File: src/rtl/uart_msr_pkg.sv
package uart_msr_pkg;
  localparam int unsigned NUM_LINES = 4;
  localparam int unsigned IDX_CTS   = 0;
  localparam int unsigned IDX_DSR   = 1;
  localparam int unsigned IDX_RI    = 2;
  localparam int unsigned IDX_DCD   = 3;
  localparam int unsigned RDATA_W   = 2 * NUM_LINES;

  typedef logic [NUM_LINES-1:0] line_vec_t;
endpackage

File: src/rtl/msr_sync.sv
module msr_sync #(
  parameter int unsigned STAGES  = 2,
  parameter int unsigned WIDTH   = 4,
  parameter logic [WIDTH-1:0] RST_VAL = '1
) (
  input  logic             clk,
  input  logic             rst_n,
  input  logic [WIDTH-1:0] d,
  output logic [WIDTH-1:0] q
);
  logic [STAGES-1:0][WIDTH-1:0] stg_q;
  logic [STAGES-1:0][WIDTH-1:0] stg_nx;

  always_comb begin
    stg_nx[0] = d;
    for (int s = 1; s < STAGES; s++) begin
      stg_nx[s] = stg_q[s-1];
    end
  end

  always_ff @(posedge clk or negedge rst_n) begin
    if (!rst_n) begin
      stg_q <= {STAGES{RST_VAL}};
    end else begin
      stg_q <= stg_nx;
    end
  end

  assign q = stg_q[STAGES-1];
endmodule

File: src/rtl/msr_src_sel.sv
module msr_src_sel
  import uart_msr_pkg::*;
(
  input  logic      loop_en,
  input  line_vec_t ext_n,
  input  logic      mcr_dtr,
  input  logic      mcr_rts,
  input  logic      mcr_out1,
  input  logic      mcr_out2,
  output line_vec_t line_n
);
  line_vec_t loop_n;

  always_comb begin
    loop_n          = '1;
    loop_n[IDX_CTS] = ~mcr_rts;
    loop_n[IDX_DSR] = ~mcr_dtr;
    loop_n[IDX_RI]  = ~mcr_out1;
    loop_n[IDX_DCD] = ~mcr_out2;
  end

  assign line_n = loop_en ? loop_n : ext_n;
endmodule

File: src/rtl/msr_delta.sv
module msr_delta
  import uart_msr_pkg::*;
(
  input  logic      clk,
  input  logic      rst_n,
  input  line_vec_t line_n,
  input  logic      rd_en,
  output line_vec_t prev_n,
  output line_vec_t flags
);
  line_vec_t hit;
  line_vec_t flags_nx;
  logic      flags_ce;

  for (genvar i = 0; i < NUM_LINES; i++) begin : g_edge
    if (i == IDX_RI) begin : g_trail
      assign hit[i] = line_n[i] & ~prev_n[i];
    end else begin : g_any
      assign hit[i] = line_n[i] ^ prev_n[i];
    end
  end

  always_comb begin
    flags_ce = rd_en | (|hit);
    flags_nx = hit | (flags & {NUM_LINES{~rd_en}});
  end

  always_ff @(posedge clk or negedge rst_n) begin
    if (!rst_n) begin
      prev_n <= '1;
    end else begin
      prev_n <= line_n;
    end
  end

  always_ff @(posedge clk or negedge rst_n) begin
    if (!rst_n) begin
      flags <= '0;
    end else if (flags_ce) begin
      flags <= flags_nx;
    end
  end
endmodule

File: src/rtl/uart_msr.sv
module uart_msr
  import uart_msr_pkg::*;
#(
  parameter int unsigned SYNC_STAGES = 2
) (
  input  logic               clk,
  input  logic               rst_n,
  input  logic               cts_n,
  input  logic               dsr_n,
  input  logic               ri_n,
  input  logic               dcd_n,
  input  logic               loop_en,
  input  logic               mcr_dtr,
  input  logic               mcr_rts,
  input  logic               mcr_out1,
  input  logic               mcr_out2,
  input  logic               rd_en,
  input  logic               msi_en,
  output logic [RDATA_W-1:0] rdata,
  output logic               irq
);
  line_vec_t pins_n;
  line_vec_t sync_n;
  line_vec_t line_n;
  line_vec_t prev_line_n;
  line_vec_t delta;

  always_comb begin
    pins_n          = '1;
    pins_n[IDX_CTS] = cts_n;
    pins_n[IDX_DSR] = dsr_n;
    pins_n[IDX_RI]  = ri_n;
    pins_n[IDX_DCD] = dcd_n;
  end

  msr_sync #(
    .STAGES  (SYNC_STAGES),
    .WIDTH   (NUM_LINES),
    .RST_VAL ({NUM_LINES{1'b1}})
  ) u_sync (
    .clk   (clk),
    .rst_n (rst_n),
    .d     (pins_n),
    .q     (sync_n)
  );

  msr_src_sel u_sel (
    .loop_en  (loop_en),
    .ext_n    (sync_n),
    .mcr_dtr  (mcr_dtr),
    .mcr_rts  (mcr_rts),
    .mcr_out1 (mcr_out1),
    .mcr_out2 (mcr_out2),
    .line_n   (line_n)
  );

  msr_delta u_delta (
    .clk    (clk),
    .rst_n  (rst_n),
    .line_n (line_n),
    .rd_en  (rd_en),
    .prev_n (prev_line_n),
    .flags  (delta)
  );

  assign rdata = {~line_n, delta};
  assign irq   = msi_en & (|delta);
endmodule

File: config.mk
export PLATFORM = sky130hd
export DESIGN_NAME = uart_msr
export DESIGN_NICKNAME = d
export VERILOG_FILES = /design/src/rtl/uart_msr_pkg.sv /design/src/rtl/msr_sync.sv /design/src/rtl/msr_src_sel.sv /design/src/rtl/msr_delta.sv /design/src/rtl/uart_msr.sv
export SDC_FILE = /design/constraint.sdc
export NUM_CORES = 1
export LEC_CHECK = 0
export ABC_AREA = 1
export ABC_CLOCK_PERIOD_IN_PS = 1170
export BUFFER_PORTS_ARGS = -buffer_cell sky130_fd_sc_hd__buf_2
export CAP_MARGIN = 20
export CORE_MARGIN = 8
export CORE_UTILIZATION = 47
export DETAILED_ROUTE_END_ITERATION = 16
export GPL_TIMING_DRIVEN = 0
export PLACE_DENSITY_LB_ADDON = 0.25
export SLEW_MARGIN = 20
export SYNTH_ARGS = -nofsm -noshare
export SYNTH_HDL_FRONTEND = slang
export SYNTH_SLANG_ARGS = --single-unit
File: constraint.sdc
create_clock -name clk -period 1.17 [get_ports clk]
set_input_delay 0.0585 -clock clk [delete_from_list [all_inputs] [get_ports clk]]
set_output_delay 0.0585 -clock clk [all_outputs]
set_load 0.1 [all_outputs]
### Word-level counts from Yosys, hierarchy flattened

Index checks and enable logic that the tools add are counted.
Widths: inputs -> output; s select.

* input port bits: 13
* register bits: 16
* output and inout bits: 9

* bitwise operators: 15
* multiplexer cells: 1
* reduce and logical (&&, ||, !) cells: 2

Operators by type and width (number)
* $reduce_or 4->1: 2
* $not 1->1: 6
* $and 4x4->4: 1
* $mux 4: 1
* $not 4->4: 1
* $or 4x4->4: 1
* $xor 1x1->1: 3
* $and 1x1->1: 2
* $or 1x1->1: 1

### Longest topological paths before layout

* depth after elaboration: 5
* depth in mapped cells: 5
* depth with buffers taken out: 4

### By module

Synthesis repeated with hierarchy kept, for this count alone.

* cell total of the unflattened synthesis: 63
* area total of the unflattened synthesis: 601.8 um^2

By module, submodules not included
* msr_delta: area an instance 296.5 um^2, cells an instance 30, instances 1
* msr_sync: area an instance 210.2 um^2, cells an instance 8, instances 1
* msr_src_sel: area an instance 63.8 um^2, cells an instance 17, instances 1
* uart_msr: area an instance 31.3 um^2, cells an instance 8, instances 1

### Worst setup path before layout

Ideal clock, no wire load.

* path kind: register to output
* start point: register u_delta.flags[3]
* end point: output irq
* arrival time: 3241 ps
* data required time: 1112 ps
* cell stages (with the launch flop): 3
* buffers on the path: 0
* slack: -2130 ps
* cells stage by stage: dfrtp_1 > nor2_1 > a21boi_0

* longest elaborated chain between the ends: 2

RTL lines
* start: declaration: line msr_delta.sv:9 `output line_vec_t flags`
* start signal: assignment: line msr_delta.sv:40 `flags <= flags_nx;`
* $reduce_or 4->1: line uart_msr.sv:67 `assign irq = msi_en & (|delta);`
* $and 1x1->1: line uart_msr.sv:67
* end: declaration: line uart_msr.sv:20 `output logic irq`

No other way between the ends.

### Worst setup path after layout

* start point: register u_sync.stg_q, in the netlist u_sync.q[3]
* end point: output rdata[7]

* longest elaborated chain between the ends: 2

RTL lines
* start: declaration: line msr_sync.sv:11 `logic [STAGES-1:0][WIDTH-1:0] stg_q;`
* start signal: assignment: line msr_sync.sv:23 `stg_q <= {STAGES{RST_VAL}};`
* start signal: assignment: line msr_sync.sv:25 `stg_q <= stg_nx;`
* $mux 4: line msr_src_sel.sv:22 `assign line_n = loop_en ? loop_n : ext_n;`
* $not 4->4: line uart_msr.sv:66 `assign rdata = {~line_n, delta};`
* end: declaration: line uart_msr.sv:19 `output logic [RDATA_W-1:0] rdata,`

No other way between the ends.

==> reports/metrics.cfg <==
[sta]
hold_slack_ns = 0.07022
relSlewSlack_pct = 78.18
hold_viol = 0
fin_tns_setup_ns = -0.1679
slew_viol_final = 0
layout_min_cycle_time_ns = 1.211
setup_ws_ns = -0.04130
worst_pin_slew_ns = 0.3273
timing.final.crit_share_pct = 103.5
finalClockSkew_ns = 0.001936
fmax_ghz = 0.8256
setup_viol = 5
grt_setup_unrepaired = yes

[final_layout]
layout-drive-gt1-share_pct = 63.81
seqCellArea_um2 = 430.4
final_area_um2 = 1094
fillers = 70
diodes = 0
area_growth_pct = 61.25
nets = 120
utilization_pct = 83.00
multi_input_area_um2 = 242.7

[place]
hpwl_um = 957.5
placed_area_um2 = 828.3
portBuffers = 20
place_congestion = 0.6999

[clock_network]
cts_tree = yes
cts_buffers = 3
clk_latency_ns = 0.27
cts-root-buf = clkbuf_4
cts_buffer_depth = 2
cts_max_level = 1
clkSlewWorstSetupHoldPaths_ns = 0.09
cts.sinks = 16

[die]
rows = 13
io_pins = 22
dieArea_um2 = 2914
core_area_um2 = 1318
start_util_pct = 51.47
die_width_um = 53.99
chipHeight_um = 53.99

[drt]
vias_per_cell = 4.608
drt_first_iter_violations = 8
ant_nets = 0
vias = 553
first_pass_iters = 4
drc = 0
finalWirelength_um = 1618
wire_per_inst_um = 13.48

[setup_path]
critical_path_required_ns = 1.11
critical_path_buf_inv_count = 2
cp-end-kind = output port
slowest_stage = dfstp_2
rr_worst_depth = 8
cp_max_fo = 2
critPathArrivalTime_ns = 1.15
cpPeakStageDelay_ns = 0.56
r2r-start = u_sync.q[3]$_DFF_PN1_
crit_chain = inv_2 -> nand2_4 -> nand2_4 -> buf_12
regToRegEndpoint = u_delta.flags[3]$_DFFE_PN0P_
critical-path-top-delay-family = flip-flops
start_kind = register
ff2ff_setup_slack_ns = -0.04
path_class = reg2out
cpMostUsedCell = nand2_4

[yosys]
synth_fp_nets = 81
ys_types = 13
synthFlopType = dfstp_2
yosys_warnings = 0
syn_area_um2 = 678.2
synth_edf_count = 0
synth-seq-cells = 16
async_flop_share_pct = 100.0
synth_common_cells = nand2_1, inv_1, dfstp_2, nand3_1, dfrtp_1
yosysTopAreaCell = dfstp_2
synth.area.top_cells = dfstp_2, dfrtp_1, nand2_1, inv_1, nand3_1
synth_cells = 68
synth.avg_cell_area_um2 = 9.973
synth_most_common_cell = nand2_1
yosysTopAreaCellShare_pct = 46.49
yosysSeqAreaShare_pct = 61.25

[power]
p_per_area_nw_per_um2 = 1327
total_power_mw = 1.451
ir_worst_vdd_mv = 1.007
p_leak_nw = 0.5625

[global_routing]
overflow = 0
grt.total_usage_pct = 12.28
grt_max_degree = 17
antenna_found_initial = 0
first_global_vias = 628
grt_pass1_wl_um = 2615

[min_path]
hold_depth = 4
hold_class = in2reg
min_from = rd_en
worstHoldEndpoint = u_delta.flags[2]$_DFFE_PN0P_

[status]
status = finished, violations left
violations = negative setup slack

[flow_run]
maxCapViolCount = 0

## state kept, by name, indices dropped and copies added (netlist names)
| name | flops |
|---|---|
| u_sync.q | 4 |
| u_delta.flags | 4 |
| u_sync.stg_nx | 4 |
| u_delta.prev_n | 4 |
## worst min-delay path: stages
cell,delay [ns]
buf_2,0.07
inv_1,0.06
nand2_1,0.08
o21ai_2,0.05
## through the flow
step / setup WS, ns / std cells
after floorplan: -0.2103 / 68
final: -0.04130 / 120
after detailed placement: 0.09067 / 103
after global routing: -0.07643 / 120
after CTS: -0.06591 / 116
after global placement: 0.09543 / 103
## how the worst max path moves through the flow
| stage | endpoint | slack (ns) | cells after the start | start |
|---|---|---|---|---|
| final | rdata[7] | -0.04 | 4 | u_sync.q[3]$_DFF_PN1_ |
| after global routing | rdata[4] | -0.08 | 4 | u_sync.q[0]$_DFF_PN1_ |
| after floorplan | irq | -0.21 | 2 | u_delta.flags[3]$_DFFE_PN0P_ |
| after detailed placement | irq | 0.09 | 3 | u_delta.flags[1]$_DFFE_PN0P_ |
| after global placement | irq | 0.1 | 3 | u_delta.flags[1]$_DFFE_PN0P_ |
| after CTS | rdata[7] | -0.07 | 4 | u_sync.q[3]$_DFF_PN1_ |
## per-layer routing
metal	part of all wire, %	track usage [%]	wire length [um]
met1	33	10.47	537
met2	58	24.71	935
met3	7.8	3.581	126
met4	1.2	6.148	19
met5	0	0	0
## power by group
part	switching, mW	leakage [nW]	total (mW)	internal [mW]
Combinational	0.348	0.381	0.517	0.169
Sequential	0.0346	0.168	0.661	0.626
Clock	0.154	0.0138	0.273	0.119
## kinds of logic after synthesis
group           count (synthesis)  synth area share (%)
compound gates                  2                 2.399
buf+inv                        17                 11.25
simple gates                   33                 25.09
flops                          16                 61.25
## repair_timing
action | CTS | global route
endpoints found under the hold margin | 20 | 0
endpoints found under the setup margin | 9 | 6
pin swaps | 5 | 1
setup buffers | 5 | 4
hold buffers | 5 | 0
gates resized for setup | 34 | 3
## final cells by class
class,count,area share (%)
Timing Repair Buffer,34,27.69
Tap cell,15,1.716
Inverter,16,5.950
Buffer,1,1.030
Multi-Input combinational cell,35,22.20
Sequential cell,16,39.36
Clock buffer,3,2.059
## cell usage in the layout (no fill, tap or decap), types with 3 or more instances in the layout
cell,count
buf_12,5
buf_2,11
buf_4,13
clkbuf_4,3
dfrtp_4,4
dfstp_2,12
dlygate4sd3_1,5
inv_1,11
inv_2,4
nand2_1,14
nand2_4,8
nand3_1,8
No activity file was read; power rests on OpenSTA's default activity.
